--- src/rtl/dual_sema_bank.sv ---
module dual_sema_bank #(
  parameter int FLAGS = 8,
  parameter int DW = 8,
  localparam int AW = $clog2(FLAGS)
) (
  input  logic          clk,
  input  logic          rst_n,
  input  logic          l_sel,
  input  logic          l_wr,
  input  logic          l_rd,
  input  logic [AW-1:0] l_addr,
  input  logic          l_wdata,
  output logic [DW-1:0] l_rdata,
  input  logic          r_sel,
  input  logic          r_wr,
  input  logic          r_rd,
  input  logic [AW-1:0] r_addr,
  input  logic          r_wdata,
  output logic [DW-1:0] r_rdata
);

  logic [FLAGS-1:0] req_l, req_r, own_l, own_r;
  logic [FLAGS-1:0] req_l_n, req_r_n, own_l_n, own_r_n;

  for (genvar i = 0; i < FLAGS; i++) begin : g_flag
    logic hit_l, hit_r;
    assign hit_l = l_sel & l_wr & (l_addr == AW'(i));
    assign hit_r = r_sel & r_wr & (r_addr == AW'(i));
    assign req_l_n[i] = hit_l ? ~l_wdata : req_l[i];
    assign req_r_n[i] = hit_r ? ~r_wdata : req_r[i];
    // left keeps or takes unless right is a still-requesting owner
    assign own_l_n[i] = req_l_n[i] & (own_l[i] | ~(own_r[i] & req_r_n[i]));
    assign own_r_n[i] = req_r_n[i] & ~own_l_n[i];
  end

  always_ff @(posedge clk) begin
    if (!rst_n) begin
      req_l <= '0;
      req_r <= '0;
      own_l <= '0;
      own_r <= '0;
    end else begin
      req_l <= req_l_n;
      req_r <= req_r_n;
      own_l <= own_l_n;
      own_r <= own_r_n;
    end
  end

  assign l_rdata = (l_sel & l_rd) ? {DW{~own_l[l_addr]}} : '0;
  assign r_rdata = (r_sel & r_rd) ? {DW{~own_r[r_addr]}} : '0;

endmodule

--- config.mk ---
export PLATFORM = sky130hd
export DESIGN_NAME = dual_sema_bank
export DESIGN_NICKNAME = d
export VERILOG_FILES = /design/src/rtl/dual_sema_bank.sv
export SDC_FILE = /design/constraint.sdc
export NUM_CORES = 1
export LEC_CHECK = 0
export BUFFER_PORTS_ARGS = -buffer_cell sky130_fd_sc_hd__buf_2
export CAP_MARGIN = 20
export CELL_PAD_IN_SITES_DETAIL_PLACEMENT = 0
export CELL_PAD_IN_SITES_GLOBAL_PLACEMENT = 2
export CORE_ASPECT_RATIO = 1.2
export CORE_MARGIN = 4
export CORE_UTILIZATION = 37
export CTS_BUF_LIST = sky130_fd_sc_hd__clkbuf_4 sky130_fd_sc_hd__clkbuf_8
export CTS_CLUSTER_SIZE = 20
export DETAILED_ROUTE_END_ITERATION = 10
export GPL_ROUTABILITY_DRIVEN = 0
export PLACE_DENSITY_LB_ADDON = 0.12
export SYNTH_ARGS = -nofsm -noshare
export SYNTH_HDL_FRONTEND = slang
export SYNTH_SLANG_ARGS = --single-unit
--- constraint.sdc ---
create_clock -name clk -period 3.7 [get_ports clk]
set_input_delay 0.185 -clock clk [delete_from_list [all_inputs] [get_ports clk]]
set_output_delay 0.185 -clock clk [all_outputs]
set_load 0.01 [all_outputs]
Word-level counts from Yosys, hierarchy flattened
Cells that the tools add are included.
{"block": "totals", "regBits": 32, "in_bits": 16, "out_inout_bits": 16, "wordCells": 116}
{"block": "classes", "order_cmp": 2, "eq_ne": 14, "n_mux": 22, "bitwise_logic": 72, "reduce_logical": 2}
{"operator": "AND 1 bit", "count": 44}
{"operator": "equality test 3 bit, second input constant", "count": 8}
{"operator": "inverter 1 bit", "count": 20}
{"operator": "two-way mux 1 bit", "count": 18}
{"operator": "two-way mux 8 bit", "count": 2}
{"operator": "equality test 3 x 2 -> 1 bit, second input constant", "count": 4}
{"operator": "< comparator 3 x 4 -> 1 bit, second input constant", "count": 2}
{"operator": "OR 1 bit", "count": 8}
{"operator": "binary-select mux 1 bit (select 3 bit)", "count": 2}
{"operator": "equality test 3 x 1 -> 1 bit, second input constant", "count": 2}
{"operator": "zero test 3 bit", "count": 2}

Depth between registers and ports, before layout
Gate-level depths: netlist of the first run.
{"block": "depth", "depth_word": 9, "ltp_mapped": 5, "ltp_nobuf": 3}

Worst setup path after synthesis of the first run
Ideal clock, no wire load.
{"block": "synth_path", "path_kind": "input-to-output", "from": "input port r_addr[1]", "to": "output port r_rdata[1]", "arrival_time_ns": 1.326, "required_ns": 3.515, "slack_ns": 2.189, "stages": 5, "path_buffers": 2, "path_cell_list": "buf_4 -> mux2i_1 -> mux4_2 -> and3_1 -> buf_4"}
{"block": "synth_between", "elab_chain_cells": 4}
{"element": "start, declared", "line_no": "17", "source": "input logic [AW-1:0] r_addr,"}
{"element": "binary-select mux 1 bit (select 3 bit)", "line_no": "51", "source": "assign r_rdata = (r_sel & r_rd) ? {DW{~own_r[r_addr]}} : '0;"}
{"element": "two-way mux 1 bit (implied by the code)", "line_no": "51"}
{"element": "inverter 1 bit", "line_no": "51"}
{"element": "two-way mux 8 bit", "line_no": "51"}
{"element": "end, declared", "line_no": "19", "source": "output logic [DW-1:0] r_rdata"}
No other way between the ends. The select of a mux whose other input is x is not followed.

Worst setup path after layout of the first run
{"block": "layout_path", "from": "register own_l[3]", "to": "output port l_rdata[7]"}
{"block": "layout_between", "elab_chain_cells": 4}
{"element": "start, declared", "line_no": "22", "source": "logic [FLAGS-1:0] req_l, req_r, own_l, own_r;"}
{"element": "start signal, assigned", "line_no": "45", "source": "own_l <= own_l_n;"}
{"element": "binary-select mux 1 bit (select 3 bit)", "line_no": "50", "source": "assign l_rdata = (l_sel & l_rd) ? {DW{~own_l[l_addr]}} : '0;"}
{"element": "two-way mux 1 bit (implied by the code)", "line_no": "50"}
{"element": "inverter 1 bit", "line_no": "50"}
{"element": "two-way mux 8 bit", "line_no": "50"}
{"element": "end, declared", "line_no": "13", "source": "output logic [DW-1:0] l_rdata,"}
No other way between the ends. The select of a mux whose other input is x is not followed.

==> results.sh, run 1 <==
export IMPL_outcome="completed"
export IMPL_avgSynthCellArea_um2=8.88
export IMPL_area_delta_synth_final_pct=7.48
export IMPL_dr_pass1_iters=4
export IMPL_grt_overflow_total=0
export IMPL_yosysWarnings=0
export IMPL_drt_vias_per_instance=5.93
export IMPL_fill_cells=505
export IMPL_grt_pass1_vias=1667
export IMPL_setup_violations_final=0
export IMPL_synth_edff_count=0
export IMPL_worstMarginPinSlew_ns=0.560
export IMPL_crit_slowest_cell="mux4_2"
export IMPL_drc=0
export IMPL_maxCapViolCount=0
export IMPL_gr_usage_met2_pct=29.3
export IMPL_clock_latency_ns=0.28
export IMPL_placedInstanceArea_um2=1910
export IMPL_crit_chain="mux2i_1 > mux4_2 > and3_1 > buf_2"
export IMPL_power_density_nw_per_um2=350
export IMPL_crit_required_ns=3.51
export IMPL_synth_nets=225
export IMPL_rrSetupSlack_ns=2.54
export IMPL_synth_area_top_cells="dfxtp_1, a211oi_1, buf_4"
export IMPL_cts_buffers=5
export IMPL_syn_area_um2=1860
export IMPL_yosysSeqAreaShare_pct=34.5
export IMPL_grtUsageTotal_pct=17.9
export IMPL_drive_above_1_share_pct=20.9
export IMPL_cts_hold_buffers_added=0
export IMPL_post_cts_setup_buffer_count=0
export IMPL_cts_resized=0
export IMPL_max_freq_ghz=0.546
export IMPL_num_antenna_cells=0
export IMPL_grt_pass1_wl_mm=8.50
export IMPL_cp_end_kind="primary output"
export IMPL_wirelength_mm=5.42
export IMPL_synth_top_area_share_pct=34.5
export IMPL_regArea_um2=641
export IMPL_dieHeight_um=85.6
export IMPL_yosysMostFrequentCell="dfxtp_1"
export IMPL_fin_area_um2=2000
export IMPL_grt_max_degree=21
export IMPL_globalRouteMet3Util_pct=3.28
export IMPL_globalRouteMet1Util_pct=22.6
export IMPL_first_iter_violations=106
export IMPL_finalSetupTns_ns=0
export IMPL_port_buffers=31
export IMPL_cpPeakStageDelay_ns=0.45
export IMPL_vdd_ir_drop_max_uv=176
export IMPL_antenna_found_initial=0
export IMPL_start_kind="register"
export IMPL_hold_viol_final=0
export IMPL_async_reset_ff_share_pct=0
export IMPL_wire_per_inst_um=19.4
export IMPL_finalClockSkew_ns=0.00307
export IMPL_p_leak_nw=0.874
export IMPL_crit_family="multiplexers"
export IMPL_clock_sinks=32
export IMPL_synthTopCellsByCount="dfxtp_1, a211oi_1, nand2_1"
export IMPL_via_count=1659
export IMPL_cp_num_buf_inv=1
export IMPL_worstSetupPathDepth=4
export IMPL_cts_tree="yes"
export IMPL_initial_utilization_pct=37.9
export IMPL_cp_max_fo=8
export IMPL_ios=32
export IMPL_nets=236
export IMPL_core_area_um2=4900
export IMPL_worstSetupPathType="register to primary output"
export IMPL_ys_ff_latch=32
export IMPL_busiest_layer="met2"
export IMPL_cp_arrival_ns=1.65
export IMPL_min_period_ns=1.83
export IMPL_die_w_um=72.7
export IMPL_htreeDepth=2
export IMPL_max_slew_margin_rel_pct=62.6
export IMPL_hold_class="input port to register"
export IMPL_cts_buffer_depth=2
export IMPL_min_period_over_period_pct=49.5
export IMPL_synth_cell_types=39
export IMPL_rsz0062_at_grt="false"
export IMPL_clk_pin_slew_ns=0.06
export IMPL_slew_viol_final=0
export IMPL_whs_path_depth=3
export IMPL_r2r_cells=3
export IMPL_rows=28
export IMPL_synth_top_area_cell="dfxtp_1"
export IMPL_multiInputGateArea_um2=1010
export IMPL_synth_flop_cell="dfxtp_1"
export IMPL_cts_root_buf="clkbuf_8"
export IMPL_synthCells=209
export IMPL_dpl_hpwl_mm=3.99
export IMPL_antenna_left=0
export IMPL_dieArea_um2=6220
==> cell type report <==
cell class / instances / area share (%)
clock inverter: 1 / 0.251
timing repair buffer: 31 / 7.77
multi-input combinational: 142 / 50.8
clock buffer: 6 / 3.82
sequential: 32 / 32.1
inverter: 8 / 1.50
tap: 60 / 3.76
==> metal layers <==
metal  up-vias  part of all wire (%)
li1        799                     -
met3        11                   4.3
met4         0                   2.1
met2        43                    50
met5         -                     0
met1       806                    43
==> path summary, 6_finish.rpt <==
kind | from | end
setup / recovery | own_l[3] | l_rdata[7]
hold / removal | r_wdata | own_l[7]
setup reg to reg | own_r[5] | own_l[5]
hold reg to reg | req_r[7] | req_r[7]
==> state kept, by name (all words and copies together), names as in the netlist <==
| register | flops |
|---|---|
| own_l | 8 |
| own_r | 8 |
| req_l | 8 |
| req_r | 8 |
==> worst reg2reg max path, delay by kind of cell, from the launching register on <==
| kind | cells | cell delay, ns |
|---|---|---|
| AOI/OAI and AO/OA | 1 | 0.09 |
| DFF | 1 | 0.33 |
| and+or+nand+nor | 2 | 0.62 |
==> metrics by stage <==
stage / worst slack (ns) / hold WS, ns / utilization (%) / total power [mW] / std cells
floorplan: 2.19 / 0.469 / - / 0.422 / 209
global placement: 2.01 / 0.507 / 39.0 / 0.444 / 273
detailed placement: 2.01 / 0.521 / 39.0 / 0.445 / 273
CTS: 1.84 / 0.402 / 40.7 / 0.704 / 280
global route: 1.78 / 0.440 / 40.7 / 0.723 / 280
finish: 1.87 / 0.410 / 40.7 / 0.698 / 280
==> cell usage in the layout, fill, tap and decap left out, types with 2 or more instances in the layout <==
master,synthesis,routed
nand3b_1,2,2
nand3_1,12,12
o211a_1,5,5
nor4_1,7,7
or2_2,2,2
mux2i_1,8,8
buf_2,3,31
and4b_1,2,2
a211oi_1,18,18
clkbuf_8,0,5
nand2b_1,5,5
or3_1,4,4
nand2_1,17,17
nor2b_1,13,13
o211ai_1,14,14
inv_1,8,8
nor2_1,2,2
dfxtp_1,32,32
o311a_1,2,2
and3b_1,2,2
o311ai_0,3,3
mux4_2,2,2
and3_1,4,4
nor4b_1,5,5
==> power breakdown <==
part	internal (mW)	total [mW]	switching [mW]	leakage, nW
Clock	0.135	0.261	0.126	0.0445
Sequential	0.349	0.351	0.00256	0.258
Combinational	0.0273	0.0857	0.0584	0.571
Total	0.511	0.698	0.187	0.874
==> cell families (layout without fill, tap and decap cells) <==
kind of cell,Yosys count,after routing,synth area share [%]
simple gates,82,82,26.0
compound gates,50,50,21.8
buf+inv,35,46,10.9
flops,32,32,34.5
mux,10,10,6.74
(Power assumes the default switching activity.)
==> run 2: changes to the inputs <==
- CORE_UTILIZATION: 37 -> 35
- clock period: 3.7 -> 1.8 ns (I/O delays scaled with it)
==> results.sh, run 2 (synthesis gave the netlist of run 1 again) <==
export IMPL_outcome="completed"
export IMPL_hold_class="input port to register"
export IMPL_r2r_end="own_l[7]"
export IMPL_core_area_um2=5040
export IMPL_power_density_nw_per_um2=739
export IMPL_cts_tree="yes"
export IMPL_drt_vias_per_instance=5.79
export IMPL_wire_per_inst_um=18.9
export IMPL_rows=28
export IMPL_via_count=1650
export IMPL_grt_overflow_total=0
export IMPL_p_sw_uw=391
export IMPL_area_delta_synth_final_pct=10.2
export IMPL_clk_pin_slew_ns=0.07
export IMPL_clock_latency_ns=0.28
export IMPL_cp_arrival_ns=1.64
export IMPL_grt_max_degree=15
export IMPL_port_buffers=31
export IMPL_maxCapViolCount=0
export IMPL_wirelength_mm=5.39
export IMPL_p_comb_share_pct=12.1
export IMPL_holdCritStartpoint="rst_n"
export IMPL_hold_end="req_r[3]"
export IMPL_dieHeight_um=87.8
export IMPL_dieArea_um2=6540
export IMPL_layout_common_cells="buf_2, dfxtp_1, a211oi_1"
export IMPL_cp_end_kind="primary output"
export IMPL_grt_pass1_wl_mm=8.60
export IMPL_crit_required_ns=1.71
export IMPL_cts_root_buf="clkbuf_8"
export IMPL_nets=240
export IMPL_p_seq_share_pct=47.8
export IMPL_worstMarginPinSlew_ns=0.453
export IMPL_antenna_found_initial=0
export IMPL_grt_pass1_vias=1674
export IMPL_rrSetupSlack_ns=0.64
export IMPL_slew_viol_final=0
export IMPL_cts_buffers=5
export IMPL_min_period_ns=1.73
export IMPL_worstSetupPathType="register to primary output"
export IMPL_initial_utilization_pct=36.8
export IMPL_htreeDepth=2
export IMPL_finalClockSkew_ns=0.00336
export IMPL_antenna_left=0
export IMPL_die_w_um=74.5
export IMPL_power_internal_mw=1.12
export IMPL_min_period_over_period_pct=96.3
export IMPL_dr_pass1_iters=4
export IMPL_max_freq_ghz=0.577
export IMPL_r2r_cells=3
export IMPL_cts_hold_buffers_added=0
export IMPL_worst_slack_ns=0.0658
export IMPL_clock_sinks=32
export IMPL_setup_violations_final=0
export IMPL_switching_share_pct=25.8
export IMPL_drive_above_1_share_pct=24.0
export IMPL_reg2reg_from="own_r[7]"
export IMPL_first_iter_violations=161
export IMPL_dpl_hpwl_mm=4.13
export IMPL_start_kind="register"
export IMPL_max_slew_margin_rel_pct=69.4
export IMPL_whs_path_depth=3
export IMPL_num_antenna_cells=0
export IMPL_vdd_ir_drop_max_uv=406
export IMPL_hold_viol_final=0
export IMPL_cts_buffer_depth=2
export IMPL_cp_max_fo=8
export IMPL_grtUsageTotal_pct=17.6
export IMPL_place_ws_ns=0.298
export IMPL_p_clk_share_pct=40.1
export IMPL_rsz0062_at_grt="false"
export IMPL_finalSetupTns_ns=0
export IMPL_p_leak_nw=0.900
export IMPL_drc=0
export IMPL_ios=32
[run 2: cell types whose count changed in the layout (fill, tap and decap cells not counted)]
cell      delta
clkinv_2     -1
dfxtp_2      +1
and3_1       -2
clkbuf_4     +1
and3_2       +2
buf_4        +4
dfxtp_1      -1
clkbuf_8     +1
[run 2: power groups by stage]
stage	combinational, mW	sequential (mW)	clock [mW]
after detailed placement	0.181	0.738	0
after floorplan	0.132	0.736	0
after global routing	0.201	0.723	0.654
after global placement	0.181	0.738	0
after CTS	0.182	0.722	0.618
final	0.182	0.722	0.607
[run 2: worst max-delay path by stage]
stage / startpoint / endpoint / cells after the start
floorplan: own_l[3] / l_rdata[1] / 4
global placement: l_addr[1] / l_rdata[2] / 5
detailed placement: r_addr[1] / r_rdata[0] / 5
CTS: own_l[3] / l_rdata[7] / 4
global route: own_r[5] / r_rdata[0] / 4
finish: own_r[5] / r_rdata[0] / 4
[run 2: critical path, cell delays in order (launching register included)]
cell	delay [ns]
dfxtp_1	0.35
mux2i_1	0.11
mux4_2	0.49
and3_2	0.26
buf_2	0.15
[run 2: stage by stage]
| step | hold slack [ns] | std cells | util, % | cell area (µm²) | total power, mW |
|---|---|---|---|---|---|
| 5_1_grt | 0.270 | 285 | 40.6 | 2050 | 1.58 |
| 6_report | 0.255 | 285 | 40.6 | 2050 | 1.51 |
| 2_1_floorplan | 0.374 | 209 | - | 1860 | 0.868 |
| 4_1_cts | 0.241 | 285 | 40.5 | 2040 | 1.52 |
| 3_3_place_gp | 0.509 | 277 | 38.5 | 1940 | 0.919 |
| 3_5_place_dp | 0.514 | 277 | 38.5 | 1940 | 0.920 |
[run 2: repair_timing]
| item | CTS | global route |
|---|---|---|
| gates resized for setup | 0 | 3 |
| hold endpoints to repair | 0 | 0 |
| buffers inserted | 0 | 0 |
| endpoints found under the setup margin | 0 | 16 |
[run 2: layout make-up]
| class | count | area (µm²) |
|---|---|---|
| fill | 550 | 3000 |
| multi-input combinational | 142 | 1020 |
| inverter | 8 | 30.0 |
| sequential | 32 | 642 |
| clock buffer | 8 | 97.6 |
| timing repair buffer | 35 | 185 |
| tap | 60 | 75.1 |
[run 2: metal layers]
layer,global-route usage [%],up-vias,wire length (µm)
met5,0,-,0
met4,5.66,0,97
met3,4.13,8,242
met2,29.1,39,2670
met1,22.5,794,2380
li1,-,809,-
==> run 3: changes to the inputs <==
- REMOVE_ABC_BUFFERS: default -> 1
==> results.sh, run 3 (synthesis gave the netlist of run 1 again) <==
export IMPL_whs_path_depth=3
export IMPL_min_period_ns=1.72
export IMPL_cts_buffers=5
export IMPL_cp_max_fo=8
export IMPL_grtUsageTotal_pct=16.8
export IMPL_p_leak_nw=0.893
export IMPL_clock_sinks=32
export IMPL_rows=28
export IMPL_crit_family="multiplexers"
export IMPL_antenna_found_initial=0
export IMPL_htreeDepth=2
export IMPL_slew_viol_final=0
export IMPL_num_antenna_cells=0
export IMPL_dieArea_um2=6540
export IMPL_hold_class="input port to register"
export IMPL_port_buffers=31
export IMPL_cp_arrival_ns=1.63
export IMPL_dpl_hpwl_mm=4.03
export IMPL_crit_chain="mux2i_1 > mux4_2 > and3_1 > buf_2"
export IMPL_rsz0062_at_grt="false"
export IMPL_worstSetupPathDepth=4
export IMPL_die_w_um=74.5
export IMPL_grt_pass1_vias=1611
export IMPL_clock_latency_ns=0.28
export IMPL_dieHeight_um=87.8
export IMPL_max_freq_ghz=0.582
export IMPL_wire_per_inst_um=18.3
export IMPL_crit_slowest_cell="mux4_2"
export IMPL_fill_cells=527
export IMPL_cts_root_buf="clkbuf_8"
export IMPL_drive_above_1_share_pct=22.8
export IMPL_drc=0
export IMPL_core_area_um2=5040
export IMPL_grt_max_degree=17
export IMPL_antenna_left=0
export IMPL_maxCapViolCount=0
export IMPL_cpPeakStageDelay_ns=0.48
export IMPL_via_count=1666
export IMPL_nets=240
export IMPL_worstMarginPinSlew_ns=0.460
export IMPL_cts_buffer_depth=2
export IMPL_wirelength_mm=5.18
export IMPL_cp_num_buf_inv=1
export IMPL_start_kind="register"
export IMPL_min_period_over_period_pct=95.5
export IMPL_fin_area_um2=2030
export IMPL_clk_pin_slew_ns=0.07
export IMPL_cp_end_kind="primary output"
export IMPL_crit_required_ns=1.71
export IMPL_outcome="completed"
export IMPL_grt_overflow_total=0
export IMPL_finalSetupTns_ns=0
export IMPL_place_ws_ns=0.312
export IMPL_first_iter_violations=92
export IMPL_power_density_nw_per_um2=710
export IMPL_finalClockSkew_ns=0.00336
export IMPL_vdd_ir_drop_max_uv=382
export IMPL_drt_vias_per_instance=5.87
export IMPL_layout_common_cells="buf_2, dfxtp_1, a211oi_1"
export IMPL_dr_pass1_iters=4
export IMPL_grt_pass1_wl_mm=8.27
export IMPL_initial_utilization_pct=36.8
export IMPL_max_slew_margin_rel_pct=69.0
export IMPL_worst_slack_ns=0.0817
export IMPL_hold_viol_final=0
export IMPL_utilization_pct=40.2
export IMPL_setup_violations_final=0
export IMPL_placedInstanceArea_um2=1940
export IMPL_power_mw=1.44
export IMPL_ios=32
export IMPL_cts_tree="yes"
export IMPL_worstSetupPathType="register to primary output"
export IMPL_area_delta_synth_final_pct=9.16
export IMPL_r2r_cells=3
## run 3: cell types whose count changed in the layout (fill, tap and decap cells not counted), sizes merged
cell    previous run  this run
clkbuf             8         6
clkinv             0         1
## run 3: cell type report
type / instances / area [µm²] / area share (%)
Clock buffer: 6 / 76.3 / 3.77
Clock inverter: 1 / 5.00 / 0.247
Inverter: 8 / 30.0 / 1.48
Multi-Input combinational cell: 142 / 1010 / 50.0
Timing Repair Buffer: 35 / 185 / 9.14
Sequential cell: 32 / 642 / 31.7
Tap cell: 60 / 75.1 / 3.70
## run 3: worst register-to-register path, stage by stage (launching register included)
cell and delay, ns:
dfxtp_1 0.32, nor2b_1 0.28, nor4b_1 0.36, a211oi_2 0.05
## run 3: final timing paths
| kind | startpoint | endpoint | slack (ns) |
|---|---|---|---|
| max | own_l[7] | l_rdata[4] | 0.08 |
| min | rst_n | req_r[6] | 0.29 |
| max reg2reg | own_r[7] | own_l[7] | 0.67 |
| min reg2reg | req_l[2] | req_l[2] | 0.53 |
## run 3: per-layer routing
layer | vias to the layer above | global-route usage, % | share of wire (%)
li1 | 804 | - | -
met1 | 802 | 21.6 | 44
met2 | 51 | 28.0 | 48
met3 | 9 | 3.44 | 5.6
met4 | 0 | 5.34 | 1.9
met5 | - | 0 | 0
## run 3: power by group
part	switching (mW)	internal, mW
Sequential	0.00533	0.717
Combinational	0.119	0.0610
Clock	0.260	0.278
Total	0.384	1.06
## run 3: timing repair
action / CTS / global route
endpoints found under the hold margin: 0 / 0
hold buffers: 0 / 0
buffers inserted: 0 / 0
endpoints found under the setup margin: 0 / 8
gates resized for setup: 0 / 1
## run 3: stage by stage
stage / cells / hold slack [ns]
floorplan: 182 / 0.263
global placement: 277 / 0.506
finish: 284 / 0.290
detailed placement: 277 / 0.516
global route: 284 / 0.310
CTS: 284 / 0.276
